`config.mk`:
```
export PLATFORM = sky130hd
export DESIGN_NAME = link_rx_phase
export DESIGN_NICKNAME = d
export VERILOG_FILES = /design/src/rtl/link_rx_pkg.sv /design/src/rtl/rx_start_detect.sv /design/src/rtl/rx_byte_phase.sv /design/src/rtl/rx_byte_count.sv /design/src/rtl/link_rx_phase.sv
export SDC_FILE = /design/constraint.sdc
export NUM_CORES = 1
export LEC_CHECK = 0
export BUFFER_PORTS_ARGS = -buffer_cell sky130_fd_sc_hd__buf_2
export CAP_MARGIN = 20
export CORE_UTILIZATION = 48
export DETAILED_ROUTE_END_ITERATION = 16
export GPL_ROUTABILITY_DRIVEN = 0
export PLACE_DENSITY = 0.79
export SETUP_SLACK_MARGIN = 0.4
export SYNTH_ARGS = -nofsm -noshare
export SYNTH_HDL_FRONTEND = slang
export SYNTH_HIERARCHICAL = 1
export SYNTH_SLANG_ARGS = --single-unit
```
`constraint.sdc`:
```
create_clock -name clk -period 1.8 [get_ports clk]
set_input_delay 0.36 -clock clk [delete_from_list [all_inputs] [get_ports clk]]
set_output_delay 0.36 -clock clk [all_outputs]
set_load 0.01 [all_outputs]
```
`src/rtl/link_rx_pkg.sv`:
```
package link_rx_pkg;
  localparam int unsigned LINK_W    = 8;
  localparam int unsigned START_BIT = 7;
  localparam int unsigned LEN_W     = 6;

  typedef logic [LINK_W-1:0] link_t;
  typedef logic [LEN_W-1:0]  len_t;

  // a requested length of zero is taken as a single byte
  function automatic len_t eff_len(input len_t req);
    return (req == '0) ? len_t'(1) : req;
  endfunction
endpackage

```
`src/rtl/rx_start_detect.sv`:
```
module rx_start_detect (
  input  logic clk,
  input  logic rst_n,
  input  logic start_line_i,
  input  logic done_i,
  output logic confirm_o,
  output logic active_o
);
  logic stage1_q;
  logic stage2_q;

  // first stage samples the raw line; blind while a packet is open
  always_ff @(posedge clk) begin
    if (!rst_n) stage1_q <= 1'b0;
    else        stage1_q <= ~start_line_i & ~stage2_q;
  end

  assign confirm_o = stage1_q & ~stage2_q;

  // second stage: set by the first, held until the packet completes
  always_ff @(posedge clk) begin
    if (!rst_n)         stage2_q <= 1'b0;
    else if (done_i)    stage2_q <= 1'b0;
    else if (confirm_o) stage2_q <= 1'b1;
  end

  assign active_o = stage2_q;
endmodule

```
`src/rtl/rx_byte_phase.sv`:
```
module rx_byte_phase (
  input  logic clk,
  input  logic rst_n,
  input  logic confirm_i,
  input  logic active_i,
  output logic strobe_o,
  output logic pick_inv_o
);
  logic byte_clk_q;
  logic pick_inv_q;
  logic chosen_clk;

  // free-running half-rate byte clock
  always_ff @(posedge clk) begin
    if (!rst_n) byte_clk_q <= 1'b0;
    else        byte_clk_q <= ~byte_clk_q;
  end

  // lock the phase that will be high two edges from now
  always_ff @(posedge clk) begin
    if (!rst_n)         pick_inv_q <= 1'b0;
    else if (confirm_i) pick_inv_q <= ~byte_clk_q;
  end

  assign chosen_clk = pick_inv_q ? ~byte_clk_q : byte_clk_q;
  assign strobe_o   = active_i & chosen_clk;
  assign pick_inv_o = pick_inv_q;
endmodule

```
`src/rtl/rx_byte_count.sv`:
```
module rx_byte_count
  import link_rx_pkg::*;
(
  input  logic clk,
  input  logic rst_n,
  input  logic load_i,
  input  len_t len_i,
  input  logic strobe_i,
  output logic final_o
);
  len_t left_q;

  always_ff @(posedge clk) begin
    if (!rst_n)        left_q <= '0;
    else if (load_i)   left_q <= eff_len(len_i);
    else if (strobe_i) left_q <= left_q - len_t'(1);
  end

  assign final_o = strobe_i & (left_q == len_t'(1));
endmodule

```
`src/rtl/link_rx_phase.sv`:
```
module link_rx_phase
  import link_rx_pkg::*;
(
  input  logic             clk,
  input  logic             rst_n,
  input  logic [LINK_W-1:0] link_i,
  input  logic [LEN_W-1:0]  pkt_len_i,
  output logic [LINK_W-1:0] byte_o,
  output logic             byte_valid_o,
  output logic             last_o,
  output logic             busy_o,
  output logic             phase_o
);
  logic confirm;
  logic active;
  logic strobe;
  logic pick_inv;
  logic final_byte;
  link_t cap_q;
  logic  vld_q;
  logic  last_q;

  rx_start_detect u_detect (
    .clk          (clk),
    .rst_n        (rst_n),
    .start_line_i (link_i[START_BIT]),
    .done_i       (final_byte),
    .confirm_o    (confirm),
    .active_o     (active)
  );

  rx_byte_phase u_phase (
    .clk        (clk),
    .rst_n      (rst_n),
    .confirm_i  (confirm),
    .active_i   (active),
    .strobe_o   (strobe),
    .pick_inv_o (pick_inv)
  );

  rx_byte_count u_count (
    .clk      (clk),
    .rst_n    (rst_n),
    .load_i   (confirm),
    .len_i    (pkt_len_i),
    .strobe_i (strobe),
    .final_o  (final_byte)
  );

  always_ff @(posedge clk) begin
    if (!rst_n) begin
      cap_q  <= '0;
      vld_q  <= 1'b0;
      last_q <= 1'b0;
    end else begin
      vld_q  <= strobe;
      last_q <= final_byte;
      if (strobe) cap_q <= link_i;
    end
  end

  assign byte_o       = cap_q;
  assign byte_valid_o = vld_q;
  assign last_o       = last_q;
  assign busy_o       = active;
  assign phase_o      = pick_inv;
endmodule

```
# Yosys cells after proc, flatten, opt, wreduce, memory -nomap -nowiden
# Index checks and enable logic that the tools add are counted.
# word_totals
latchBits	0
mem_bits_ro	0
wordCells	25
out_inout_bits	12
inputBits	16
n_memories	0
register_bits	20
ramBits	0
# op_classes
n_mux	4
add_sub_neg	1
magnitude_cmp	0
n_div	0
n_mul	0
shifts	0
reduce_logical	3
n_bitwise	8
eq_ne	1
# ops
operator	n
2-to-1 mux 6 bit	3
equality test 6 x 1 -> 1 bit (second input constant)	1
logical NOT 6 bit	1
subtractor 6 x 1 -> 6 bit (second input constant)	1
bitwise AND 1 bit	4
NOT 1 bit	4
nonzero test 2 bit	1
OR reduction 2 bit	1
2-to-1 mux 1 bit	1

# Depth between registers and ports, before layout
# Gate-level depths: netlist (run 1).
# depth
ltp_word	5
ltp_mapped	5
mapped_depth_nobuf	5

# By module
# Netlist (run 1), hierarchy kept.
# modules_own_cells
mod	seq_area_each_um2	n_inst	area_per_inst_um2	cells_each
rx_byte_count	120.1	1	366.6	40
link_rx_phase	200.2	1	355.3	29
rx_byte_phase	40.0	1	77.6	7
rx_start_detect	40.0	1	72.6	6

# Worst setup path after synthesis (run 1)
# No wires, ideal clock.
# synth_path
path_type	flip-flop to flip-flop
startpoint	reg u_phase.pick_inv_q (netlist: u_phase/pick_inv_o)
endpoint	reg u_count.left_q[5]
setup_slack_ns	0.282
setup_time_ns	0.119
arrival_time_ns	1.399
n_path_buf	0
required_ns	1.681
path_stages_with_launch	6
synth_period_minus_slack_ns	1.518
cell_sequence	dfxtp_1 xor2_1 and2_1 nor4b_4 a21boi_1 o221a_2
# synth_via
elab_chain_cells	3
# synth_lines
element	line	text
start: declaration	rx_byte_phase.sv:10	logic pick_inv_q;
start signal: assignment	rx_byte_phase.sv:22	else if (confirm_i) pick_inv_q <= ~byte_clk_q;
2-to-1 mux 1 bit	rx_byte_phase.sv:25	assign chosen_clk = pick_inv_q ? ~byte_clk_q : byte_clk_q;
bitwise AND 1 bit	rx_byte_phase.sv:26	assign strobe_o = active_i & chosen_clk;
via strobe	link_rx_phase.sv:16	logic strobe;
nonzero test 2 bit (no line)	-	
end signal: assignment	rx_byte_count.sv:15	else if (load_i) left_q <= eff_len(len_i);
end signal: assignment	rx_byte_count.sv:16	else if (strobe_i) left_q <= left_q - len_t'(1);
end: declaration	rx_byte_count.sv:11	len_t left_q;
# The timed path passes the listed nets, and every way through them passes these cells.
# A chain may end at the register's enable or synchronous reset.

# Final worst setup path (run 1)
# layout_path
startpoint	reg u_phase.byte_clk_q
endpoint	reg u_count.left_q[5]
# layout_via
elab_chain_cells	4
# layout_lines
element	line	text
start: declaration	rx_byte_phase.sv:9	logic byte_clk_q;
start signal: assignment	rx_byte_phase.sv:16	else byte_clk_q <= ~byte_clk_q;
NOT 1 bit	rx_byte_phase.sv:25	
2-to-1 mux 1 bit *	rx_byte_phase.sv:25	
bitwise AND 1 bit *	rx_byte_phase.sv:26	
via strobe	link_rx_phase.sv:16	
nonzero test 2 bit (no line) *	-	
# The timed path passes the listed nets; every way through them passes the cells marked *.

==> metrics.txt, run 1 <==
run status finished, final reports clean; total setup violations reported at the end of the flow 0; area fraction of the dominant cell type after synthesis 0.459; Total Wirelength 1750 um; Layout Utilization 0.658; Critical Path Sink Type register; number of placement rows 15; number of levels the H-tree was split into 1; total via count in the routed design 710; total congestion overflow 0; post-layout total power 0.902 mW; Post-Route Setup TNS 0 ns; count of buffers from port buffering 27; synth unique cells 28; number of hold-slack violations in the final timing report 0; clock transition at the registers of the reported paths 0.12 ns; die area 1990 sq um; hold buffer count at cts 0; clock insertion delay at the later pin of the skew report 0.29 ns; Min Hold Slack 0.224 ns; post-detail-place hpwl 1240 um; Die W 44.6 um; Core Area 1710 sq um; maximum clock path buffer count 2; relative max-transition margin 0.812; antenna violations before repair 0; proportion of layout cells with a drive suffix above 1 0.410; pin count of the biggest net entering global routing 21; Initial DRC Count 7; number of register bits inferred by synthesis 20; Worst Path Class, Setup register to register; number of buffers created by CTS 3; count of pins over their slew limit 0; final instance count without filler cells 142; worst supply voltage drop on vdd 0.641 mV; Synth Flop Type dfxtp_1; clock network fraction of design power 0.287; number of warnings reported in the yosys synthesis log 6; net count reported at finish 136; number of inserted filler cells in the final layout 138; Startpoint Class register; number of global-route vias before repair 672; ports placed on the boundary 28; count of antenna-violating nets left after detailed routing 0; sequential group share of total power 0.552; TritonRoute pass-1 iters 2; CTS tree yes; Vias per Instance 5.00; critical path required time 2.00 ns; cell accounting for the most synthesized area dfxtp_1; setup skew after layout 0.00630 ns; power density normalized to cell area 802 nW/um^2; Antenna Cells 0; dominant cells by area after synthesis dfxtp_1, mux2i_1, nor2b_1; clock net sink count 20; max-capacitance violation count 0; area added between synthesis and finish 28.8%; transition time at the pin with the least slew margin 0.280 ns; die extent in y 44.6 um; number of synthesized flops with an enable pin 0; data arrival time of the critical path 1.59 ns; share of power burned in combinational logic 0.161; minimum setup slack after placement 0.214 ns; least setup slack across all paths after layout 0.414 ns; Avg WL per Cell 12.3 um; Placement Cell Area 1030 sq um; summed area of non-filler cells in the final layout 1120 sq um; netlist area before placement 872 sq um; gr usage total 0.199; Hold/Removal Path Class primary input to register; register area share after synthesis 0.459; number of remaining DRC errors 0; syn nets 100; Initial Utilization 0.511; total net switching power 0.227 mW; cell at the root of the clock tree clkbuf_4; Final Cycle Share 0.770; Internal Dissipation 0.675 mW; Async SR Flop Fraction 0; global-route wire length before repair 2800 um; setup repair after global routing missed its margin yes; post-synthesis area per instance 10.6 sq um; crit path max fanout 3; Cells after DPL 133; crit path time final 1.39 ns; Leakage 0.502 nW; peak clock frequency supported by timing 0.721 GHz; fraction of power spent switching nets 0.252; Post-Syn Instances 82
-- cells by family after synthesis --
kind of cell | synth area share
DFF | 0.459
xor gates and xnor gates | 0.0502
and+or+nand+nor | 0.232
buffers and inverters | 0.0258
AOI/OAI and AO/OA | 0.112
adders and majority gates | 0.0287
muxes | 0.0918
-- layout make-up --
class	instances	area (sq um)	area share
Sequential cell	20	403	0.359
Tap cell	25	31.3	0.0278
Clock buffer	4	36.3	0.0323
Timing Repair Buffer	32	185	0.165
Multi-Input combinational cell	58	457	0.406
Inverter	3	11.3	0.0100
-- routing by layer --
| metal | track usage | vias to the layer above | part of all wire |
|---|---|---|---|
| met2 | 0.382 | 12 | 0.54 |
| met5 | 0 | - | 0 |
| met3 | 0.0408 | 2 | 0.033 |
| li1 | - | 355 | - |
| met4 | 0.0909 | 0 | 0.015 |
| met1 | 0.203 | 341 | 0.41 |
-- Yosys cell counts (all sizes together) (2+ instances only) --
library cell / instances
ha: 2
inv: 3
xnor2: 3
and2b: 2
o211a: 2
nor2: 3
and2: 3
dfxtp: 20
a21boi: 2
nor3b: 2
o21ai: 3
nor3: 3
xor2: 2
nand2: 4
mux2i: 8
nor2b: 8
a21oi: 4
-- layout by cell type (no fill, tap or decap) --
master	count
buf_2	27
dfxtp_1	18
mux2i_1	8
nor2b_1	8
buf_4	4
nand2_1	4
a21oi_1	4
clkbuf_4	3
inv_1	3
xnor2_1	3
nor2_1	3
o21ai_0	3
o211a_1	2
nor3_1	2
xor2_1	2
ha_1	2
and2b_2	2
dfxtp_2	2
and2_2	1
and2_1	1
clkbuf_8	1
buf_12	1
nand4bb_1	1
nor3_2	1
nand2b_1	1
o211ai_1	1
a21boi_0	1
nor4b_4	1
a21boi_1	1
a21o_2	1
o221a_2	1
and4bb_2	1
nor3b_1	1
nor3b_2	1
and2_4	1
-- what timing repair did --
item                       in CTS  in global routing
setup buffers                   5                  0
pin swaps                       3                  2
setup endpoints to repair       4                  3
resized for setup               2                  0
-- critical path, stage by stage (launching register included) --
cell,delay (ns)
dfxtp_2,0.35
xor2_1,0.15
and2_4,0.19
nor4b_4,0.27
a21boi_1,0.11
o221a_2,0.23
-- registers in the layout, summed over array words and instances (netlist names) --
signal and flops:
byte_o 8, u_count/left_q 6, byte_valid_o 1, last_o 1
u_detect/active_o 1, u_detect/stage1_q 1, u_phase/byte_clk_q 1, u_phase/pick_inv_o 1
-- worst paths after layout --
path / startpoint / end / slack (ns) / cells past startpoint
hold / removal: link_i[7] / u_detect/stage1_q / 0.22 / 2
hold reg to reg: u_detect/active_o / u_detect/stage1_q / 0.50 / 1
setup / recovery: u_phase/byte_clk_q / u_count/left_q[5] / 0.41 / 5
setup reg to reg: u_phase/byte_clk_q / u_count/left_q[5] / 0.41 / 5
-- power by group through the flow --
stage,Sequential (mW),Combinational [mW],Clock (mW)
6_report,0.498,0.145,0.259
5_1_grt,0.501,0.160,0.287
4_1_cts,0.498,0.145,0.262
3_5_place_dp,0.508,0.131,0
3_3_place_gp,0.505,0.126,0
2_1_floorplan,0.506,0.0839,0
No activity file was read; power rests on OpenSTA's default activity.
==> run 2: changes to the inputs <==
Settings changed: CORE_UTILIZATION 48 to 43, PLACE_DENSITY 0.79 to 0.75.
Clock period 1.8 ns to 1.14 ns, I/O delays scaled along.
==> metrics.txt, run 2 (synthesized netlist as in run 1, its figures left out) <==
clock net sink count 20 (unchanged); net count reported at finish 147 (+8.1%); TritonRoute pass-1 iters 4 (+2); Hold/Removal Path Class primary input to register; crit path max fanout 5 (+2); number of buffers created by CTS 3 (unchanged); critical path required time 1.35 ns (-0.65 ns); Antenna Cells 0 (unchanged); CTS tree yes; transition time at the pin with the least slew margin 0.268 ns (-0.0123 ns); maximum clock path buffer count 2 (unchanged); area of the multi-input gates 477 sq um (+4.4%); antenna violations before repair 0 (unchanged); crit path time final 1.41 ns (+0.0240 ns); number of global-route vias before repair 646 (-3.9%); Leakage 0.584 nW (+16%); most used cells in the layout excluding fill and tap cells buf_2, buf_6, dfxtp_2; Avg WL per Cell 13.1 um (+6.0%); relative max-transition margin 0.821 (+0.00896); count of pins over their slew limit 0 (unchanged); area added between synthesis and finish 52.9%; gr usage total 0.184 (-0.0152); Vias per Instance 4.76 (-4.7%); Sequential Area 422 sq um (+4.7%); Post-Route Setup TNS -2.58 ns (-2.58 ns); least setup slack across all paths after layout -0.270 ns (-0.684 ns); Die W 47.0 um (+5.4%); Initial Utilization 0.479 (-0.0316); post-detail-place hpwl 1300 um (+5.0%); Initial DRC Count 15 (+8); flip-flop count of the largest register, all copies and words added 8 (unchanged); cell at the root of the clock tree clkbuf_4; clock insertion delay at the later pin of the skew report 0.31 ns (+0.02 ns); data arrival time of the critical path 1.62 ns (+0.03 ns); die extent in y 47.0 um (+5.4%); count of buffers from port buffering 27 (unchanged); hold buffer count at cts 0 (unchanged); global-route wire length before repair 2700 um (-3.5%); total congestion overflow 0 (unchanged); Startpoint Class register; number of hold-slack violations in the final timing report 0 (unchanged); number of remaining DRC errors 0 (unchanged); Core Area 1820 sq um (+6.6%); power density normalized to cell area 1260 nW/um^2 (+57%); proportion of layout cells with a drive suffix above 1 0.586 (+0.176); worst supply voltage drop on vdd 0.908 mV (+42%); pin count of the biggest net entering global routing 21 (unchanged); total setup violations reported at the end of the flow 18 (+18); Final Cycle Share 1.24 (+0.467); Worst Path Class, Setup register to register; setup skew after layout 0.00502 ns (-0.00128 ns); number of inserted filler cells in the final layout 135 (-2.2%); critical path startpoint u_phase/pick_inv_o; total via count in the routed design 729 (+2.7%); post-layout total power 1.68 mW (+86%); ports placed on the boundary 28 (unchanged); max-capacitance violation count 0 (unchanged); number of levels the H-tree was split into 1 (unchanged); hold path start link_i[7]; minimum setup slack after placement -0.210 ns (-0.425 ns); number of placement rows 15 (unchanged); startpoint of the lowest-slack register-to-register path u_phase/pick_inv_o; run status finished with violations; peak clock frequency supported by timing 0.709 GHz (-1.7%); count of antenna-violating nets left after detailed routing 0 (unchanged); Total Wirelength 2000 um (+14%); failing checks setup timing; setup repair after global routing missed its margin yes; most frequent standard cell in the layout excluding fill and tap cells buf_2; Reg2Reg Setup Slack -0.27 ns (-0.68 ns); Critical Path Sink Type register; clock transition at the registers of the reported paths 0.12 ns (about the same); Min Hold Slack 0.0887 ns (-0.135 ns); die area 2210 sq um (+11%)
-- run 2: what timing repair did --
item | 4_1_cts | 5_1_grt
setup endpoints to repair | 32 | 32
setup buffers | 1 | 7
pin swaps | 6 | 7
gates resized for setup | 22 | 8
-- run 2: where the power goes --
group	total (mW)	leakage [nW]	internal (mW)	switching (mW)
Sequential	0.786	0.170	0.745	0.0417
Combinational	0.307	0.386	0.184	0.123
Clock	0.587	0.0279	0.356	0.231
-- run 2: stage by stage --
step | area, sq um | utilization | cells
after floorplan | 891 | - | 82
after global placement | 1110 | 0.608 | 141
after detailed placement | 1110 | 0.608 | 141
after CTS | 1250 | 0.687 | 146
after global routing | 1330 | 0.733 | 153
final | 1330 | 0.733 | 153
-- run 2: final timing paths --
kind	end	cells past startpoint
setup / recovery	byte_o[3]	7
hold / removal	u_detect/stage1_q	2
setup reg to reg	byte_o[3]	7
hold reg to reg	u_detect/active_o	2
-- run 2: routing by layer --
| metal | vias up | wire length (um) | global-route usage |
|---|---|---|---|
| met5 | - | 0 | 0 |
| met3 | 2 | 67 | 0.0846 |
| met1 | 337 | 829 | 0.212 |
| met4 | 0 | 15 | 0.0914 |
| li1 | 378 | - | - |
| met2 | 12 | 1090 | 0.289 |
-- run 2: area by class of cell --
cell class / instances / area share
clock buffers: 3 / 0.0169
multi-input cells: 58 / 0.357
well taps: 25 / 0.0235
inverters: 3 / 0.00844
flip-flops and latches: 20 / 0.316
clock inverters: 1 / 0.0225
repair buffers: 43 / 0.255
-- run 2: worst max-delay path, stage by stage, from the launching register on --
cell     delay (ns)
dfxtp_2        0.35
xor2_1         0.14
and2_4         0.17
buf_4          0.12
buf_6          0.12
buf_6          0.11
mux2i_1        0.23
nor2b_1        0.08
